**src/rtl/usec_tick_pkg.sv**
```systemverilog
package usec_tick_pkg;

    // Register byte offsets; software decodes these.
    localparam int unsigned OFF_COUNT = 32'h10;
    localparam int unsigned OFF_RATIO = 32'h14;
    localparam int unsigned OFF_FREEZE = 32'h4c;

    typedef enum logic [1:0] {
        SEL_NONE,
        SEL_COUNT,
        SEL_RATIO,
        SEL_FREEZE
    } reg_sel_e;

endpackage

```
**src/rtl/usec_regs.sv**
```systemverilog
module usec_regs
    import usec_tick_pkg::*;
#(
    parameter int unsigned ADDR_W    = 8,
    parameter int unsigned DATA_W    = 32,
    parameter int unsigned FIELD_W   = 8,
    parameter int unsigned CNT_W     = 32,
    parameter logic [2*FIELD_W-1:0] RESET_RATIO = 16'h000b
) (
    input  logic                 clk,
    input  logic                 rst_n,
    input  logic [ADDR_W-1:0]    addr,
    input  logic                 wr,
    input  logic [DATA_W-1:0]    wdata,
    input  logic [CNT_W-1:0]     count,
    output logic [DATA_W-1:0]    rdata,
    output logic [2*FIELD_W-1:0] ratio,
    output logic                 freeze,
    output logic                 ratio_wr
);
    localparam int unsigned RATIO_W = 2 * FIELD_W;

    typedef struct packed {
        logic [RATIO_W-1:0] ratio;
        logic               freeze;
    } regs_t;

    regs_t    st_d, st_q;
    reg_sel_e sel;

    always_comb begin
        if (addr == ADDR_W'(OFF_COUNT)) begin
            sel = SEL_COUNT;
        end else if (addr == ADDR_W'(OFF_RATIO)) begin
            sel = SEL_RATIO;
        end else if (addr == ADDR_W'(OFF_FREEZE)) begin
            sel = SEL_FREEZE;
        end else begin
            sel = SEL_NONE;
        end
    end

    always_comb begin
        st_d     = st_q;
        ratio_wr = 1'b0;
        if (wr) begin
            case (sel)
                SEL_RATIO: begin
                    st_d.ratio = wdata[RATIO_W-1:0];
                    ratio_wr   = 1'b1;
                end
                SEL_FREEZE: st_d.freeze = wdata[0];
                default: ;
            endcase
        end
    end

    always_ff @(posedge clk) begin
        if (!rst_n) begin
            st_q.ratio  <= RESET_RATIO;
            st_q.freeze <= 1'b0;
        end else begin
            st_q <= st_d;
        end
    end

    always_comb begin
        case (sel)
            SEL_COUNT:  rdata = DATA_W'(count);
            SEL_RATIO:  rdata = DATA_W'(st_q.ratio);
            SEL_FREEZE: rdata = DATA_W'(st_q.freeze);
            default:    rdata = '0;
        endcase
    end

    assign ratio  = st_q.ratio;
    assign freeze = st_q.freeze;

endmodule

```
**src/rtl/usec_frac_accum.sv**
```systemverilog
module usec_frac_accum #(
    parameter int unsigned FIELD_W = 8
) (
    input  logic                 clk,
    input  logic                 rst_n,
    input  logic [2*FIELD_W-1:0] ratio,
    input  logic                 ratio_wr,
    input  logic                 freeze,
    output logic                 tick,
    output logic [FIELD_W:0]     acc
);
    localparam int unsigned ACC_W = FIELD_W + 1;
    localparam int unsigned SUM_W = FIELD_W + 2;

    typedef struct packed {
        logic [ACC_W-1:0] acc;
    } acc_t;

    acc_t             st_d, st_q;
    logic [SUM_W-1:0] step;
    logic [SUM_W-1:0] modulus;
    logic [SUM_W-1:0] sum;
    logic             reach;
    logic             saturate;

    always_comb begin
        step     = SUM_W'(ratio[2*FIELD_W-1:FIELD_W]) + SUM_W'(1);
        modulus  = SUM_W'(ratio[FIELD_W-1:0]) + SUM_W'(1);
        sum      = SUM_W'(st_q.acc) + step;
        reach    = (sum >= modulus);
        saturate = (step >= modulus);
        tick     = reach && !freeze;
    end

    always_comb begin
        st_d = st_q;
        if (ratio_wr) begin
            st_d.acc = '0;
        end else if (freeze) begin
            st_d.acc = st_q.acc;
        end else if (saturate) begin
            st_d.acc = '0;
        end else if (reach) begin
            st_d.acc = ACC_W'(sum - modulus);
        end else begin
            st_d.acc = ACC_W'(sum);
        end
    end

    always_ff @(posedge clk) begin
        if (!rst_n) begin
            st_q.acc <= '0;
        end else begin
            st_q <= st_d;
        end
    end

    assign acc = st_q.acc;

endmodule

```
**src/rtl/usec_count.sv**
```systemverilog
module usec_count #(
    parameter int unsigned CNT_W = 32
) (
    input  logic             clk,
    input  logic             rst_n,
    input  logic             tick,
    input  logic             freeze,
    output logic [CNT_W-1:0] count
);
    typedef struct packed {
        logic [CNT_W-1:0] cnt;
    } cnt_t;

    cnt_t st_d, st_q;

    always_comb begin
        st_d = st_q;
        if (tick && !freeze) begin
            st_d.cnt = st_q.cnt + CNT_W'(1);
        end
    end

    always_ff @(posedge clk) begin
        if (!rst_n) begin
            st_q.cnt <= '0;
        end else begin
            st_q <= st_d;
        end
    end

    assign count = st_q.cnt;

endmodule

```
**src/rtl/usec_tick_counter.sv**
```systemverilog
module usec_tick_counter #(
    parameter int unsigned ADDR_W  = 8,
    parameter int unsigned DATA_W  = 32,
    parameter int unsigned FIELD_W = 8,
    parameter int unsigned CNT_W   = 32,
    parameter logic [2*FIELD_W-1:0] RESET_RATIO = 16'h000b
) (
    input  logic              clk,
    input  logic              rst_n,
    input  logic [ADDR_W-1:0] reg_addr,
    input  logic              reg_wr,
    input  logic [DATA_W-1:0] reg_wdata,
    output logic [DATA_W-1:0] reg_rdata,
    output logic              tick_o
);
    logic [2*FIELD_W-1:0] ratio_w;
    logic                 freeze_w;
    logic                 ratio_wr_w;
    logic [FIELD_W:0]     acc_w;
    logic [CNT_W-1:0]     count_w;

    usec_regs #(
        .ADDR_W     (ADDR_W),
        .DATA_W     (DATA_W),
        .FIELD_W    (FIELD_W),
        .CNT_W      (CNT_W),
        .RESET_RATIO(RESET_RATIO)
    ) i_regs (
        .clk     (clk),
        .rst_n   (rst_n),
        .addr    (reg_addr),
        .wr      (reg_wr),
        .wdata   (reg_wdata),
        .count   (count_w),
        .rdata   (reg_rdata),
        .ratio   (ratio_w),
        .freeze  (freeze_w),
        .ratio_wr(ratio_wr_w)
    );

    usec_frac_accum #(
        .FIELD_W(FIELD_W)
    ) i_accum (
        .clk     (clk),
        .rst_n   (rst_n),
        .ratio   (ratio_w),
        .ratio_wr(ratio_wr_w),
        .freeze  (freeze_w),
        .tick    (tick_o),
        .acc     (acc_w)
    );

    usec_count #(
        .CNT_W(CNT_W)
    ) i_count (
        .clk   (clk),
        .rst_n (rst_n),
        .tick  (tick_o),
        .freeze(freeze_w),
        .count (count_w)
    );

endmodule

```
**config.mk**
```make
export PLATFORM = sky130hd
export DESIGN_NAME = usec_tick_counter
export DESIGN_NICKNAME = d
export VERILOG_FILES = /design/src/rtl/usec_tick_pkg.sv /design/src/rtl/usec_regs.sv /design/src/rtl/usec_frac_accum.sv /design/src/rtl/usec_count.sv /design/src/rtl/usec_tick_counter.sv
export SDC_FILE = /design/constraint.sdc
export NUM_CORES = 1
export LEC_CHECK = 0
export BUFFER_PORTS_ARGS = -buffer_cell sky130_fd_sc_hd__buf_2
export CAP_MARGIN = 20
export CORE_MARGIN = 5
export CORE_UTILIZATION = 50
export DETAILED_ROUTE_END_ITERATION = 8
export GPL_TIMING_DRIVEN = 0
export PLACE_DENSITY_LB_ADDON = 0.25
export SETUP_SLACK_MARGIN = 0.15
export SLEW_MARGIN = 10
export SYNTH_ARGS = -nofsm -noshare
export SYNTH_HDL_FRONTEND = slang
export SYNTH_SLANG_ARGS = --single-unit
```
**constraint.sdc**
```tcl
create_clock -name clk -period 4.1 [get_ports clk]
set_clock_uncertainty 0.2 [all_clocks]
set_input_delay 0.41 -clock clk [delete_from_list [all_inputs] [get_ports clk]]
set_output_delay 0.41 -clock clk [all_outputs]
set_load 0.03 [all_outputs]
```
Word level (Yosys, flattened, before mapping)
Index checks and enable logic that the tools add are counted.
{"block": "word_totals", "output_inout_bits": 33, "ff_bits": 58, "in_bits": 43, "elab_cells": 32}
{"block": "classes", "n_lt_le_gt_ge": 2, "n_mux": 8, "reduce_logical": 6, "eq_ne": 6, "bitwise_logic": 1, "n_addsub": 5}
{"op": "$pmux 32 s3", "count": 1}
{"op": "$add 32x1->32 const B", "count": 1}
{"op": "$add 8x1->9 const B", "count": 2}
{"op": "$mux 9", "count": 2}
{"op": "$eq 8x5->1 const B", "count": 2}
{"op": "$add 9x9->10", "count": 1}
{"op": "$ge 10x10->1", "count": 1}
{"op": "$ge 10x9->1", "count": 1}
{"op": "$sub 9x9->9", "count": 1}
{"op": "$eq 8x7->1 const B", "count": 1}
{"op": "$mux 2", "count": 3}
{"op": "$eq 2x2->1 const B", "count": 2}
{"op": "$reduce_and 2->1", "count": 2}
{"op": "$eq 2x1->1 const B", "count": 1}
{"op": "$logic_and 1x1->1", "count": 2}
{"op": "$mux 1", "count": 2}
{"op": "$reduce_or 2->1", "count": 1}
{"op": "$logic_not 1->1", "count": 1}
{"op": "$not 1->1", "count": 1}

Longest topological paths before layout
Gate-level depths: netlist of the first run.
{"block": "logic_depth", "word_depth": 8, "depth_mapped": 17, "depth_no_buf": 16}

Modules after synthesis
Synthesis of the first run repeated with hierarchy kept, for this count alone.
{"block": "unflattened", "cells_unflattened": 492, "area_unflattened_um2": 4180.3}
{"mod": "usec_count", "instances": 1, "seq_area_each_um2": 640.6, "area_per_inst_um2": 1559.0, "cells_each": 178}
{"mod": "usec_frac_accum", "instances": 1, "seq_area_each_um2": 180.2, "area_per_inst_um2": 1555.2, "cells_each": 193}
{"mod": "usec_regs", "instances": 1, "seq_area_each_um2": 340.3, "area_per_inst_um2": 1066.0, "cells_each": 121}

Least setup slack after synthesis of the first run
OpenSTA, ideal clock, no wires.
{"block": "synth_timing", "kind": "reg-to-output", "startpoint": "register, netlist name i_regs.ratio[8]", "endpoint": "output port tick_o", "path_stages_with_launch": 14, "setup_slack_ps": -112, "t_required_ps": 3490, "t_arrival_ps": 3602, "n_path_buf": 1, "path_cell_list": "dfxtp_1 ha_1 nand3_1 xnor2_1 ha_1 a21o_1 a221oi_1 xnor2_1 ha_1 nand2_1 o21ai_1 nand2_1 clkbuf_1 a31oi_1"}
{"block": "synth_between", "elab_chain_cells": 4}
{"element": "$add 8x1->9", "line_no": "usec_frac_accum.sv:27", "text": "step = SUM_W'(ratio[2*FIELD_W-1:FIELD_W]) + SUM_W'(1);"}
{"element": "$add 9x9->10", "line_no": "usec_frac_accum.sv:29", "text": "sum = SUM_W'(st_q.acc) + step;"}
{"element": "$ge 10x9->1", "line_no": "usec_frac_accum.sv:30", "text": "reach = (sum >= modulus);"}
{"element": "$logic_and 1x1->1", "line_no": "usec_frac_accum.sv:32", "text": "tick = reach && !freeze;"}
{"element": "end: declaration", "line_no": "usec_tick_counter.sv:14", "text": "output logic tick_o"}
Every way passes these cells.

Worst setup path after layout of the first run
{"block": "layout_timing", "startpoint": "register, netlist name i_regs.ratio[9]", "endpoint": "output port tick_o"}
{"block": "layout_between", "elab_chain_cells": 4}
{"element": "$add 8x1->9", "line_no": "usec_frac_accum.sv:27"}
{"element": "$add 9x9->10", "line_no": "usec_frac_accum.sv:29"}
{"element": "$ge 10x9->1", "line_no": "usec_frac_accum.sv:30"}
{"element": "$logic_and 1x1->1", "line_no": "usec_frac_accum.sv:32"}
Every way passes these cells.

==> impl_results.md, run 1 <==
* Status: finished clean
* Critical Path End Type: primary output
* Area delta synth->final at 34.6%
* Synth cell types at 64
* Maximum vdd drop at 234 uV
* Core Footprint at 8220 um^2
* Hold Fails Final Rpt at 0
* Routed Antenna Nets at 0
* CTS sink cnt at 58
* CP Data Required Time at around 3.5 ns
* Mapped Cells at just over 500
* Longest Clk Path Bufs at 2
* Die footprint at 10,400 um^2
* Port Buffer Count at 59
* Hold Buf Count CTS at 0
* Share of cells above drive strength 1 at 32.2%
* # diodes at 0
* DP Cell Count at ~700
* Initial Util at slightly above 50%
* Synth Flop Type: dfxtp_1
* 1st-pass router iterations at 7
* Via/cell ratio at about 6.3
* Worst hold margin at 0.0765 ns
* Mapped cell area at around 4200 um^2
* TritonCTS clock tree: done
* Sum Neg Setup Slack at 0 ns
* First-pass GRT wire length at 20,800 um
* Min Tclk post-route at 4.08 ns
* EDFF count, synth at 0
* Startpoint types: flop
* GPL Wtd Cong at 0.961
* Max_slew headroom at ~47%
* Fill cells at around 610
* Final period util at about 99%
* Clock transition at path regs at 0.07 ns
* Detailed-route via count at 4,567
* Routed WL at 13,900 um
* Leakage power at 2.29 nW
* Largest net degree at the start of global routing at 11
* Worst slew pin tran at about 0.8 ns
* Clk root buf: clkbuf_8
* Die X at roughly 100 um
* Post-synth top area share at 27.6%
* Iter 0 DRT Violations at 329
* Synth Net Count at 592
* DRC viols at 0
* Register area share after synthesis at 27.6%
* Largest cells by area after synthesis: dfxtp_1 28%, ha_1 9.2%, a21oi_1 5.7%
* Maxcap violations at 0
* FMAX at 0.245 GHz
* Clk_lat worst skew at 0.35 ns
* Number of global-route vias before repair at 4,327
* Syn Area/Cell at 8.16 um^2
* WS Path Type: reg -> out
* Antenna violations before repair at 0
* Gr usage total at ~25%
* Reg area at 1180 um^2
* Final Slew Violations at 0
* GRT Residual Overflow at 0
* Synthesized flop and latch total at 58
* Total number of yosys warnings at 0
* Pwr Density at 473 nW/um^2
* WL per Instance at between 15 and 20 um
* Critical path fanouts, max at 10
* Total power at roughly 2.7 mW
* Non-Filler Instances at 729
* Fraction of registers with async set or reset after synthesis at 0%
* Post-DP HPWL at between 9000 and 10,000 um
* # IOs at 76
* Die height at between 100 and 150 um
* Worst Hold Class: in -> reg
* Final nets at 695
* Fin util at a little under 70%
* H-Tree Depth at 3
* CP arrival at 3.47 ns
* Row count at 33
* RSZ-0062 raised after global routing: true
* Area of the multi-input gates at 3360 um^2
* TritonCTS buffer count at 9
* Final setup fails at 0
* Synth area leader: dfxtp_1
placed cells by master (no fill, tap or decap), drive strengths merged, types with 2 or more instances in the layout:
cell,Yosys,routed
nor3,10,10
a221oi,2,2
xnor2,22,22
nand4,13,13
nor4,4,4
inv,17,17
a311o,2,3
nand2b,7,7
o31ai,10,10
a311oi,4,4
clkbuf,12,25
or4,7,7
or3,8,8
nand3b,3,3
ha,31,31
a31oi,7,7
a21oi,49,49
mux2,5,5
and2,17,17
fa,2,2
o211ai,5,5
nor2,41,41
a22o,7,7
dfxtp,58,58
nand2,62,62
a21o,7,7
a211oi,2,2
and4,5,5
mux2i,20,20
o21ai,19,19
xor2,12,12
bufinv,0,3
and3,7,7
nand3,21,21
buf,6,96
cell usage after synthesis (2+ instances only):
| cell type | instances |
|---|---|
| nand3_2 | 2 |
| or4_1 | 7 |
| a31oi_1 | 7 |
| a21o_1 | 7 |
| a21oi_1 | 48 |
| o211ai_1 | 4 |
| nand3b_1 | 2 |
| dfxtp_1 | 58 |
| clkbuf_1 | 12 |
| nor4_1 | 3 |
| and2_1 | 16 |
| a311oi_1 | 3 |
| ha_1 | 31 |
| a211oi_1 | 2 |
| and3_1 | 6 |
| nand2_1 | 62 |
| a22o_1 | 7 |
| xor2_1 | 12 |
| nor2_1 | 41 |
| nand3_1 | 19 |
| nor3_1 | 9 |
| o31ai_1 | 10 |
| mux2_2 | 5 |
| buf_2 | 2 |
| inv_1 | 16 |
| o21ai_0 | 17 |
| a221oi_1 | 2 |
| mux2i_1 | 20 |
| xnor2_1 | 22 |
| nand4_1 | 11 |
| buf_1 | 2 |
| fa_1 | 2 |
| o21ai_1 | 2 |
| or3_1 | 8 |
| and4_1 | 4 |
| nand2b_1 | 7 |
critical path: stages (launching register included):
cell and delay, ns:
dfxtp_4 0.39, and4_4 0.23, nand2_2 0.09, xnor2_4 0.24, ha_4 0.25, and3_4 0.17, a221oi_4 0.28, xnor2_1 0.17
ha_1 0.34, nand2_2 0.10, o21ai_4 0.18, nand2_2 0.10, clkbuf_8 0.19, a31oi_4 0.21, buf_6 0.16
final timing paths:
check	from	to	slack [ns]	depth (start not counted)
worst max-delay path	i_regs.ratio[9]$_SDFFE_PN0P_	tick_o	0.02	14
worst min register to register	i_accum.acc[7]$_SDFFE_PP0N_	i_accum.acc[7]$_SDFFE_PP0N_	0.29	1
worst max register to register	i_regs.ratio[9]$_SDFFE_PN0P_	i_count.count[10]$_SDFFE_PN0P_	0.12	15
worst min-delay path	reg_wdata[1]	i_regs.ratio[1]$_SDFFE_PN1P_	0.08	3
through the flow:
| step | setup slack, ns | instance area (um^2) |
|---|---|---|
| 3_5_place_dp | -0.494 | 4650 |
| 2_1_floorplan | 0.206 | 4220 |
| 4_1_cts | 0.120 | 5340 |
| 3_3_place_gp | -0.483 | 4650 |
| 5_1_grt | -0.0861 | 5670 |
| 6_report | 0.0208 | 5670 |
routing by layer:
metal  global-route usage, %  routed length (um)
met5                       0                   0
met4                    11.8                 634
met3                    4.13                1060
met2                    40.6                6170
met1                    33.4                6020
cell families (layout without fill, tap and decap cells):
family / Yosys count / after routing / share of synthesized area, %
mux: 25 / 25 / 6.09
flops: 58 / 58 / 27.6
buf+inv: 35 / 142 / 3.45
xor+xnor: 34 / 34 / 7.07
simple gates: 209 / 209 / 26.4
compound gates: 122 / 123 / 19.3
fa+ha+maj: 33 / 33 / 10.2
flip-flops by register name (all words and copies together), names as in the netlist:
signal,cells
i_regs.freeze,1
i_accum.acc,9
i_count.count,32
i_regs.ratio,16
report_power, final:
part           switching (mW)  internal [mW]
sequential             0.0456          0.606
clock                   0.249          0.437
combinational           0.703          0.637
total                   0.998           1.68
what timing repair did:
action,CTS,global route
gates resized for setup,50,55
setup buffers,25,6
pin swaps,26,36
endpoints found under the hold margin,0,0
endpoints found under the setup margin,42,34
gates cloned,0,2
layout make-up:
| cell class | count | share of cell area (%) |
|---|---|---|
| timing repair buffer | 91 | 10.1 |
| inverter | 17 | 1.13 |
| sequential | 58 | 20.8 |
| buffer | 18 | 1.79 |
| tap | 105 | 2.32 |
| clock buffer | 12 | 2.74 |
| multi-input combinational | 424 | 59.4 |
| clock inverter | 4 | 1.72 |
Note: power is estimated with default switching activity, not from simulation.
==> run 2, diff against run 1 <==
--- a/config.mk
+++ b/config.mk
@@ -10,10 +10,11 @@
 export CORE_MARGIN = 5
 export CORE_UTILIZATION = 50
 export DETAILED_ROUTE_END_ITERATION = 8
-export GPL_TIMING_DRIVEN = 0
+export GPL_TIMING_DRIVEN = 1
 export PLACE_DENSITY_LB_ADDON = 0.25
 export SETUP_SLACK_MARGIN = 0.15
 export SLEW_MARGIN = 10
 export SYNTH_ARGS = -nofsm -noshare
 export SYNTH_HDL_FRONTEND = slang
+export SYNTH_HIERARCHICAL = 1
 export SYNTH_SLANG_ARGS = --single-unit
==> run 2 against run 1 <==
Design area rose by 0.93%. The flow now finishes with violations (negative setup slack). Register-to-register slack worse by 0.40 ns. Non-clock buffer count rose by 25. Synthesized cell count is 4.7% lower. Worst setup slack worse by 0.30 ns.
==> impl_results.md, run 2 <==
* Iter 0 DRT Violations at 190 (was 329)
* Reg2reg setup slack at -0.28 ns (was 0.12 ns)
* Most frequent cells in the layout: 70 x buf_4, 65 x nand2_1, 58 x buf_2 (was 59 x buf_2, 57 x nand2_1, 52 x dfxtp_1)
* Post-synth top area share at 27.8% (was 27.6%)
* Post-DP HPWL at 8370 um (was 9100 um)
* Synth cell types at 62 (was 64)
* CP arrival at 4.43 ns (was 3.47 ns)
* Area of the multi-input gates at 3260 um^2 (was 3360 um^2)
* First-pass GRT wire length at 20,100 um (was 20,800 um)
* RR Endpoint: i_count/count[15]$_SDFFE_PN0P_ (was i_count.count[10]$_SDFFE_PN0P_)
* TritonCTS clock tree: done (unchanged)
* TritonCTS buffer count at 9 (unchanged)
* Max_slew headroom at 43.1% (was 47.1%)
* Largest net degree at the start of global routing at 44 (was 11)
* Worst setup margin at -0.276 ns (was 0.0208 ns)
* WL per Instance at 17.7 um (was 19.1 um)
* Antenna violations before repair at 0 (unchanged)
* Commonest non-fill, non-tap cell in the layout: buf_4 (was buf_2)
* Min Tclk post-route at 4.38 ns (was 4.08 ns)
* Clk root buf: clkbuf_8 (unchanged)
* Routed Antenna Nets at 0 (unchanged)
* Register area share after synthesis at 27.8% (was 27.6%)
* Total number of yosys warnings at 6 (was 0)
* WS Path Type: reg -> reg (was reg -> out)
* # IOs at 76 (unchanged)
* Synth Net Count at 568 (was 592)
* Maxcap violations at 0 (unchanged)
* EDFF count, synth at 0 (unchanged)
* 1st-pass router iterations at 5 (was 7)
* Fin util at 69.9% (was 69.0%)
* R2R cell count at 19 (was 15)
* Startpoint types: flop (unchanged)
* Initial Util at 51.1% (was 51.2%)
* Largest cells by area after synthesis: dfxtp_1 28%, ha_1 9.3%, mux2i_1 6.2% (was dfxtp_1 28%, ha_1 9.2%, a21oi_1 5.7%)
* Maximum vdd drop at 285 uV (was 234 uV)
* Number of global-route vias before repair at 4,310 (was 4,327)
* CTS sink cnt at 58 (unchanged)
* Hold Buf Count CTS at 0 (unchanged)
* Hold Startpoint: reg_wdata[10] (was reg_wdata[1])
* Fraction of registers with async set or reset after synthesis at 0% (unchanged)
* Flip-flop count of the largest register after layout at 32 (unchanged)
* FMAX at 0.229 GHz (was 0.245 GHz)
* GPL Wtd Cong at 0.907 (was 0.961)
* CP Data Required Time at 4.15 ns (was 3.49 ns)
* Final setup fails at 30 (was 0)
* Synth Flop Type: dfxtp_1 (unchanged)
* Clk_lat worst skew at 0.34 ns (was 0.35 ns)
* RSZ-0062 raised after global routing: true (unchanged)
* Row count at 33 (unchanged)
* Hold Fails Final Rpt at 0 (unchanged)
* Critical path fanouts, max at 6 (was 10)
* Synthesized flop and latch total at 58 (unchanged)
* Via/cell ratio at 5.91 (was 6.26)
* Routed WL at 12,900 um (was 13,900 um)
* Violated checks: negative setup slack
* Reg area at 1170 um^2 (was 1180 um^2)
* Worst slew pin tran at 0.851 ns (was 0.793 ns)
* # diodes at 0 (unchanged)
* Syn Area/Cell at 8.50 um^2 (was 8.16 um^2)
* DRC viols at 0 (unchanged)
* Detailed-route via count at 4,306 (was 4,567)
* Critical Path End Type: flop (was primary output)
* Die X at 101 um (was 102 um)
* Port Buffer Count at 59 (unchanged)
* Longest Clk Path Bufs at 2 (unchanged)
* Hold EP: i_regs/ratio[10]$_SDFFE_PN0P_ (was i_regs.ratio[1]$_SDFFE_PN1P_)
* Final period util at 107% (was 99.5%)
* Core Footprint at 8180 um^2 (was 8220 um^2)
* Synth area leader: dfxtp_1 (unchanged)
* Worst hold margin at 0.0996 ns (was 0.0765 ns)
* H-Tree Depth at 3 (unchanged)
* Gr usage total at 24.1% (was 25.4%)
* Commonest cells in the netlist: 68 x nand2_1, 58 x dfxtp_1, 31 x ha_1 (was 62 x nand2_1, 58 x dfxtp_1, 48 x a21oi_1)
* Mapped Cells at 492 (was 516)
* Final Slew Violations at 0 (unchanged)
* FF-to-FF Start: i_regs/ratio[8]$_SDFFE_PN0P_ (was i_regs.ratio[9]$_SDFFE_PN0P_)
* Mapped cell area at 4180 um^2 (was 4210 um^2)
* Die footprint at 10,300 um^2 (was 10,400 um^2)
* Worst Hold Class: in -> reg (unchanged)
* Final nets at 696 (was 695)
* Die height at 101 um (was 102 um)
* Top-count cell post-synth: nand2_1 (unchanged)
* Fill cells at 615 (was 607)
* Hold depth at 3 (unchanged)
* Status: complete, but fails checks (was finished clean)
* Clock transition at path regs at 0.07 ns (about the same)
* GRT Residual Overflow at 0 (unchanged)
* Total power at 2.36 mW (was 2.68 mW)
* Share of cells above drive strength 1 at 35.7% (was 32.2%)
* Pwr Density at 413 nW/um^2 (was 473 nW/um^2)
* Area delta synth->final at 36.8% (was 34.6%)
* Leakage power at 2.50 nW (was 2.29 nW)
[run 2: worst max-delay path by stage]
| stage | startpoint | end | slack [ns] | cells after the start |
|---|---|---|---|---|
| 2_1_floorplan | i_regs/ratio[8]$_SDFFE_PN0P_ | i_count/count[13]$_SDFFE_PN0P_ | -0.18 | 19 |
| 3_3_place_gp | i_regs/ratio[9]$_SDFFE_PN0P_ | i_count/count[13]$_SDFFE_PN0P_ | -0.16 | 16 |
| 3_5_place_dp | i_regs/ratio[8]$_SDFFE_PN0P_ | i_count/count[25]$_SDFFE_PN0P_ | -0.28 | 17 |
| 4_1_cts | i_regs/ratio[8]$_SDFFE_PN0P_ | i_count/count[11]$_SDFFE_PN0P_ | -0.07 | 20 |
| 5_1_grt | i_regs/ratio[8]$_SDFFE_PN0P_ | i_count/count[15]$_SDFFE_PN0P_ | -0.46 | 19 |
| 6_report | i_regs/ratio[8]$_SDFFE_PN0P_ | i_count/count[15]$_SDFFE_PN0P_ | -0.28 | 19 |
[run 2: area by class of cell]
| type | count | area share (%) |
|---|---|---|
| multi-input combinational | 402 | 56.9 |
| sequential | 58 | 20.5 |
| timing repair buffer | 134 | 15.4 |
| clock buffer | 11 | 2.84 |
| tap | 105 | 2.30 |
| inverter | 15 | 1.07 |
| clock inverter | 4 | 0.853 |
[run 2: cell families (layout without fill, tap and decap cells)]
family	Yosys count	after routing	synth area share [%]
simple gates	203	204	27.0
compound gates	106	106	17.3
flops	58	58	27.8
fa+ha+maj	33	33	10.2
buf+inv	33	164	4.43
xor+xnor	32	32	6.70
mux	27	27	6.50
[run 2: metal layers]
metal | share of wire (%) | wire [um] | GRT usage [%]
met5 | 0 | 0 | 0
met1 | 44 | 5660 | 31.4
met2 | 48 | 6220 | 40.6
met3 | 5.6 | 716 | 3.65
met4 | 2.1 | 270 | 8.38
[run 2: metrics by stage]
stage	TNS, ns	cells	worst slack (ns)	instance area [um^2]
floorplan	-0.612	492	-0.180	4310
global placement	-1.01	687	-0.159	4970
detailed placement	-3.64	687	-0.279	4970
CTS	-0.408	720	-0.0737	5550
global route	-10.60	729	-0.457	5720
finish	-4.49	729	-0.276	5720
[run 2: critical path, cell delays in order (launching register included)]
cell,delay (ns)
dfxtp_4,0.39
ha_4,0.17
nand3_4,0.10
xnor2_4,0.17
ha_4,0.30
o211ai_1,0.17
o21ai_2,0.28
a31oi_4,0.14
xnor2_2,0.18
ha_4,0.31
inv_4,0.04
nor3_4,0.22
a311oi_2,0.15
o211ai_2,0.11
and2_4,0.18
and4b_2,0.30
buf_4,0.15
nand3_4,0.11
or4_4,0.45
a21oi_1,0.13
[run 2: where the power goes]
part	switching [mW]	total (mW)	internal, mW
Clock	0.248	0.578	0.330
Sequential	0.0499	0.658	0.608
Combinational	0.551	1.12	0.572
Total	0.850	2.36	1.51
[run 2: repair_timing]
action / CTS / global route
setup buffers: 18 / 8
endpoints found under the hold margin: 0 / 0
cloned: 0 / 1
gates resized for setup: 45 / 18
pin swaps: 29 / 12
setup endpoints to repair: 33 / 33
==> run 3, diff against run 2 <==
--- a/config.mk
+++ b/config.mk
@@ -11,7 +11,7 @@
 export CORE_UTILIZATION = 50
 export DETAILED_ROUTE_END_ITERATION = 8
 export GPL_TIMING_DRIVEN = 1
-export PLACE_DENSITY_LB_ADDON = 0.25
+export PLACE_DENSITY = 0.86
 export SETUP_SLACK_MARGIN = 0.15
 export SLEW_MARGIN = 10
 export SYNTH_ARGS = -nofsm -noshare
==> run 3 against run 2 <==
The flow still finishes with violations (negative setup slack). Wire length increased by 20%. Sequential share of layout area decreased by 0.45 points. Register-to-register slack got worse by 0.06 ns. Sequential cell count unchanged. Die area unchanged. Maximum frequency decreased by 1.3%. Non-clock buffer count decreased by 1. Critical path depth decreased by 1. Critical path type unchanged. Sequential power about the same. Via count increased by 10%. Clock-buffer cell count increased by 4. First-iteration DRC count increased by 140%.
==> impl_results.md, run 3 (synthesis results as in run 2) <==
* Status: complete, but fails checks (unchanged)
* Violated checks: negative setup slack (unchanged)
* CP arrival at 4.49 ns (was 4.43 ns)
* Top Layer Used: met4 (unchanged)
* GPL Wtd Cong at 0.853 (was 0.907)
* Die footprint at 10,300 um^2 (unchanged)
* Maxcap violations at 0 (unchanged)
* Clock transition at path regs at 0.08 ns (was 0.07 ns)
* Most frequent cells in the layout: 65 x nand2_1, 58 x buf_2, 56 x buf_4 (was 70 x buf_4, 65 x nand2_1, 58 x buf_2)
* WS Path Type: reg -> reg (unchanged)
* Clock network power share at 21.5% (was 24.5%)
* Via/cell ratio at 6.51 (was 5.91)
* Number of global-route vias before repair at 4,525 (was 4,310)
* Final Slew Violations at 0 (unchanged)
* Leakage power at 2.51 nW (was 2.50 nW)
* H-Tree Depth at 3 (unchanged)
* Routed Antenna Nets at 0 (unchanged)
* Core Footprint at 8180 um^2 (unchanged)
* Clk root buf: clkbuf_8 (unchanged)
* TritonCTS buffer count at 9 (unchanged)
* DP Area at 4910 um^2 (was 4970 um^2)
* Place WS at -0.230 ns (was -0.279 ns)
* Switching part of the total at 36.9% (was 36.0%)
* Final period util at 108% (was 107%)
* TritonCTS clock tree: done (unchanged)
* Worst slew pin tran at 0.845 ns (was 0.851 ns)
* 1st-pass router iterations at 5 (unchanged)
* Cell area after layout at 5860 um^2 (was 5720 um^2)
* Gr usage total at 26.1% (was 24.1%)
* Critical Path End Type: flop (unchanged)
* Clk_lat worst skew at 0.35 ns (was 0.34 ns)
* Fill cells at 537 (was 615)
* Worst path cell trace: nand3_4 -> nor2_4 -> nand3_1 -> xnor2_2 -> ha_1 -> buf_4 -> nor3_1 -> a2111oi_4 -> o311ai_4 -> ha_4 -> a311oi_2 -> o211ai_2 -> and2_4 -> and4b_2 -> buf_6 -> nand4_1 -> or3_4 -> a21oi_2 (was ha_4 -> nand3_4 -> xnor2_4 -> ha_4 -> o211ai_1 -> o21ai_2 -> a31oi_4 -> xnor2_2 -> ha_4 -> inv_4 -> nor3_4 -> a311oi_2 -> o211ai_2 -> and2_4 -> and4b_2 -> buf_4 -> nand3_4 -> or4_4 -> a21oi_1)
* Longest Clk Path Bufs at 2 (unchanged)
* DRC viols at 0 (unchanged)
* Sw power at 913 uW (was 850 uW)
* Routed WL at 15,400 um (was 12,900 um)
* Worst setup margin at -0.334 ns (was -0.276 ns)
* First-pass GRT wire length at 21,400 um (was 20,100 um)
* RSZ-0062 raised after global routing: true (unchanged)
* Flip-flop count of the largest register after layout at 32 (unchanged)
* Area delta synth->final at 40.1% (was 36.8%)
* # diodes at 0 (unchanged)
* Share of power burned in registers at 26.5% (was 27.9%)
* Startpoint types: flop (unchanged)
* Post-DP HPWL at 8600 um (was 8370 um)
* CP Data Required Time at 4.15 ns (about the same)
* Non-Filler Instances at 729 (unchanged)
* Hold Fails Final Rpt at 0 (unchanged)
* Antenna violations before repair at 0 (unchanged)
* Largest net degree at the start of global routing at 43 (was 44)
* Min Tclk post-route at 4.43 ns (was 4.38 ns)
* WL per Instance at 21.1 um (was 17.7 um)
* Initial Util at 51.1% (unchanged)
* Internal at 1.56 mW (was 1.51 mW)
* Die height at 101 um (unchanged)
* Port Buffer Count at 59 (unchanged)
* Critical path's slowest cell: or3_4 (was or4_4)
* Row count at 33 (unchanged)
* Pwr Density at 423 nW/um^2 (was 413 nW/um^2)
* Iter 0 DRT Violations at 457 (was 190)
* Final setup fails at 30 (unchanged)
* FMAX at 0.226 GHz (was 0.229 GHz)
* CTS sink cnt at 58 (unchanged)
* Critical path fanouts, max at 4 (was 6)
* Share of cells above drive strength 1 at 36.7% (was 35.7%)
* GRT Residual Overflow at 0 (unchanged)
* Maximum vdd drop at 413 uV (was 285 uV)
* DP Cell Count at 679 (was 687)
* Worst Hold Class: in -> reg (unchanged)
* Logic pwr share at 52.0% (was 47.6%)
* CP max stage delay at 0.46 ns (was 0.45 ns)
* Max_slew headroom at 43.3% (was 43.1%)
* Commonest non-fill, non-tap cell in the layout: nand2_1 (was buf_4)
* Detailed-route via count at 4,744 (was 4,306)
* Metal-1 WL at 5450 um (was 5660 um)
* Die X at 101 um (unchanged)
* Final nets at 695 (was 696)
* # IOs at 76 (unchanged)
* Met3 WL post-DR at 1090 um (was 716 um)
* Wire length on met2 at 7870 um (was 6220 um)
[run 3: cell count changes in the layout (fill, tap and decap cells not counted), sizes merged]
cell    previous run  this run
clkbuf            11        15
clkinv             4         2
buf              134       133
bufinv             1         0
[run 3: cell type report]
class / instances / area (um^2) / area share, %
Clock inverter: 1 / 5.00 / 0.0854
Timing Repair Buffer: 133 / 933 / 15.9
Inverter: 15 / 56.3 / 0.961
Tap cell: 105 / 131 / 2.24
Clock buffer: 15 / 188 / 3.20
Multi-Input combinational cell: 402 / 3370 / 57.5
Sequential cell: 58 / 1180 / 20.1
[run 3: repair_timing]
action                     4_1_cts  5_1_grt
buffers inserted                21       12
hold buffers                     0        0
gates cloned                     1        0
setup endpoints to repair       33       34
pin swaps                       16       33
gates resized for setup         42       46
[run 3: final timing paths]
path	startpoint	to	slack [ns]	cells after the start
min reg2reg	i_accum/acc[0]$_SDFFE_PP0N_	i_accum/acc[0]$_SDFFE_PP0N_	0.27	2
min	reg_wdata[4]	i_regs/ratio[4]$_SDFFE_PN0P_	0.1	3
max	i_regs/ratio[8]$_SDFFE_PN0P_	i_count/count[9]$_SDFFE_PN0P_	-0.33	18
max reg2reg	i_regs/ratio[8]$_SDFFE_PN0P_	i_count/count[9]$_SDFFE_PN0P_	-0.33	18
[run 3: power by group through the flow]
stage          clock network [mW]  registers, mW  logic, mW
4_1_cts                     0.528          0.648       1.04
2_1_floorplan                   0          0.646      0.633
6_report                    0.533          0.655       1.29
5_1_grt                     0.562          0.661       1.39
3_3_place_gp                    0          0.652      0.829
3_5_place_dp                    0          0.656      0.878
[run 3: metrics by stage]
stage | power (mW) | TNS (ns) | util, % | hold slack, ns
final | 2.48 | -6.64 | 71.7 | 0.0979
after floorplan | 1.28 | -0.612 | - | 0.229
after detailed placement | 1.53 | -2.83 | 60.0 | 0.252
after CTS | 2.22 | -1.53 | 67.3 | 0.0984
after global routing | 2.61 | -11.05 | 71.7 | 0.107
after global placement | 1.48 | -0.559 | 60.0 | 0.237
[run 3: critical path, delay by kind of cell (launching register included)]
kind	cells	cell delay [ns]
AO/OA/AOI/OAI	5	0.91
XOR/XNOR	1	0.22
adder cells (fa/ha/maj)	2	0.64
buffers and inverters	2	0.26
flip-flops	1	0.40
AND/OR/NAND/NOR	8	1.66
[run 3: per-layer routing]
layer / vias to the layer above / track usage [%]
li1: 2065 / -
met1: 2250 / 28.3
met2: 314 / 47.0
met3: 115 / 4.68
met4: 0 / 15.3
met5: - / 0
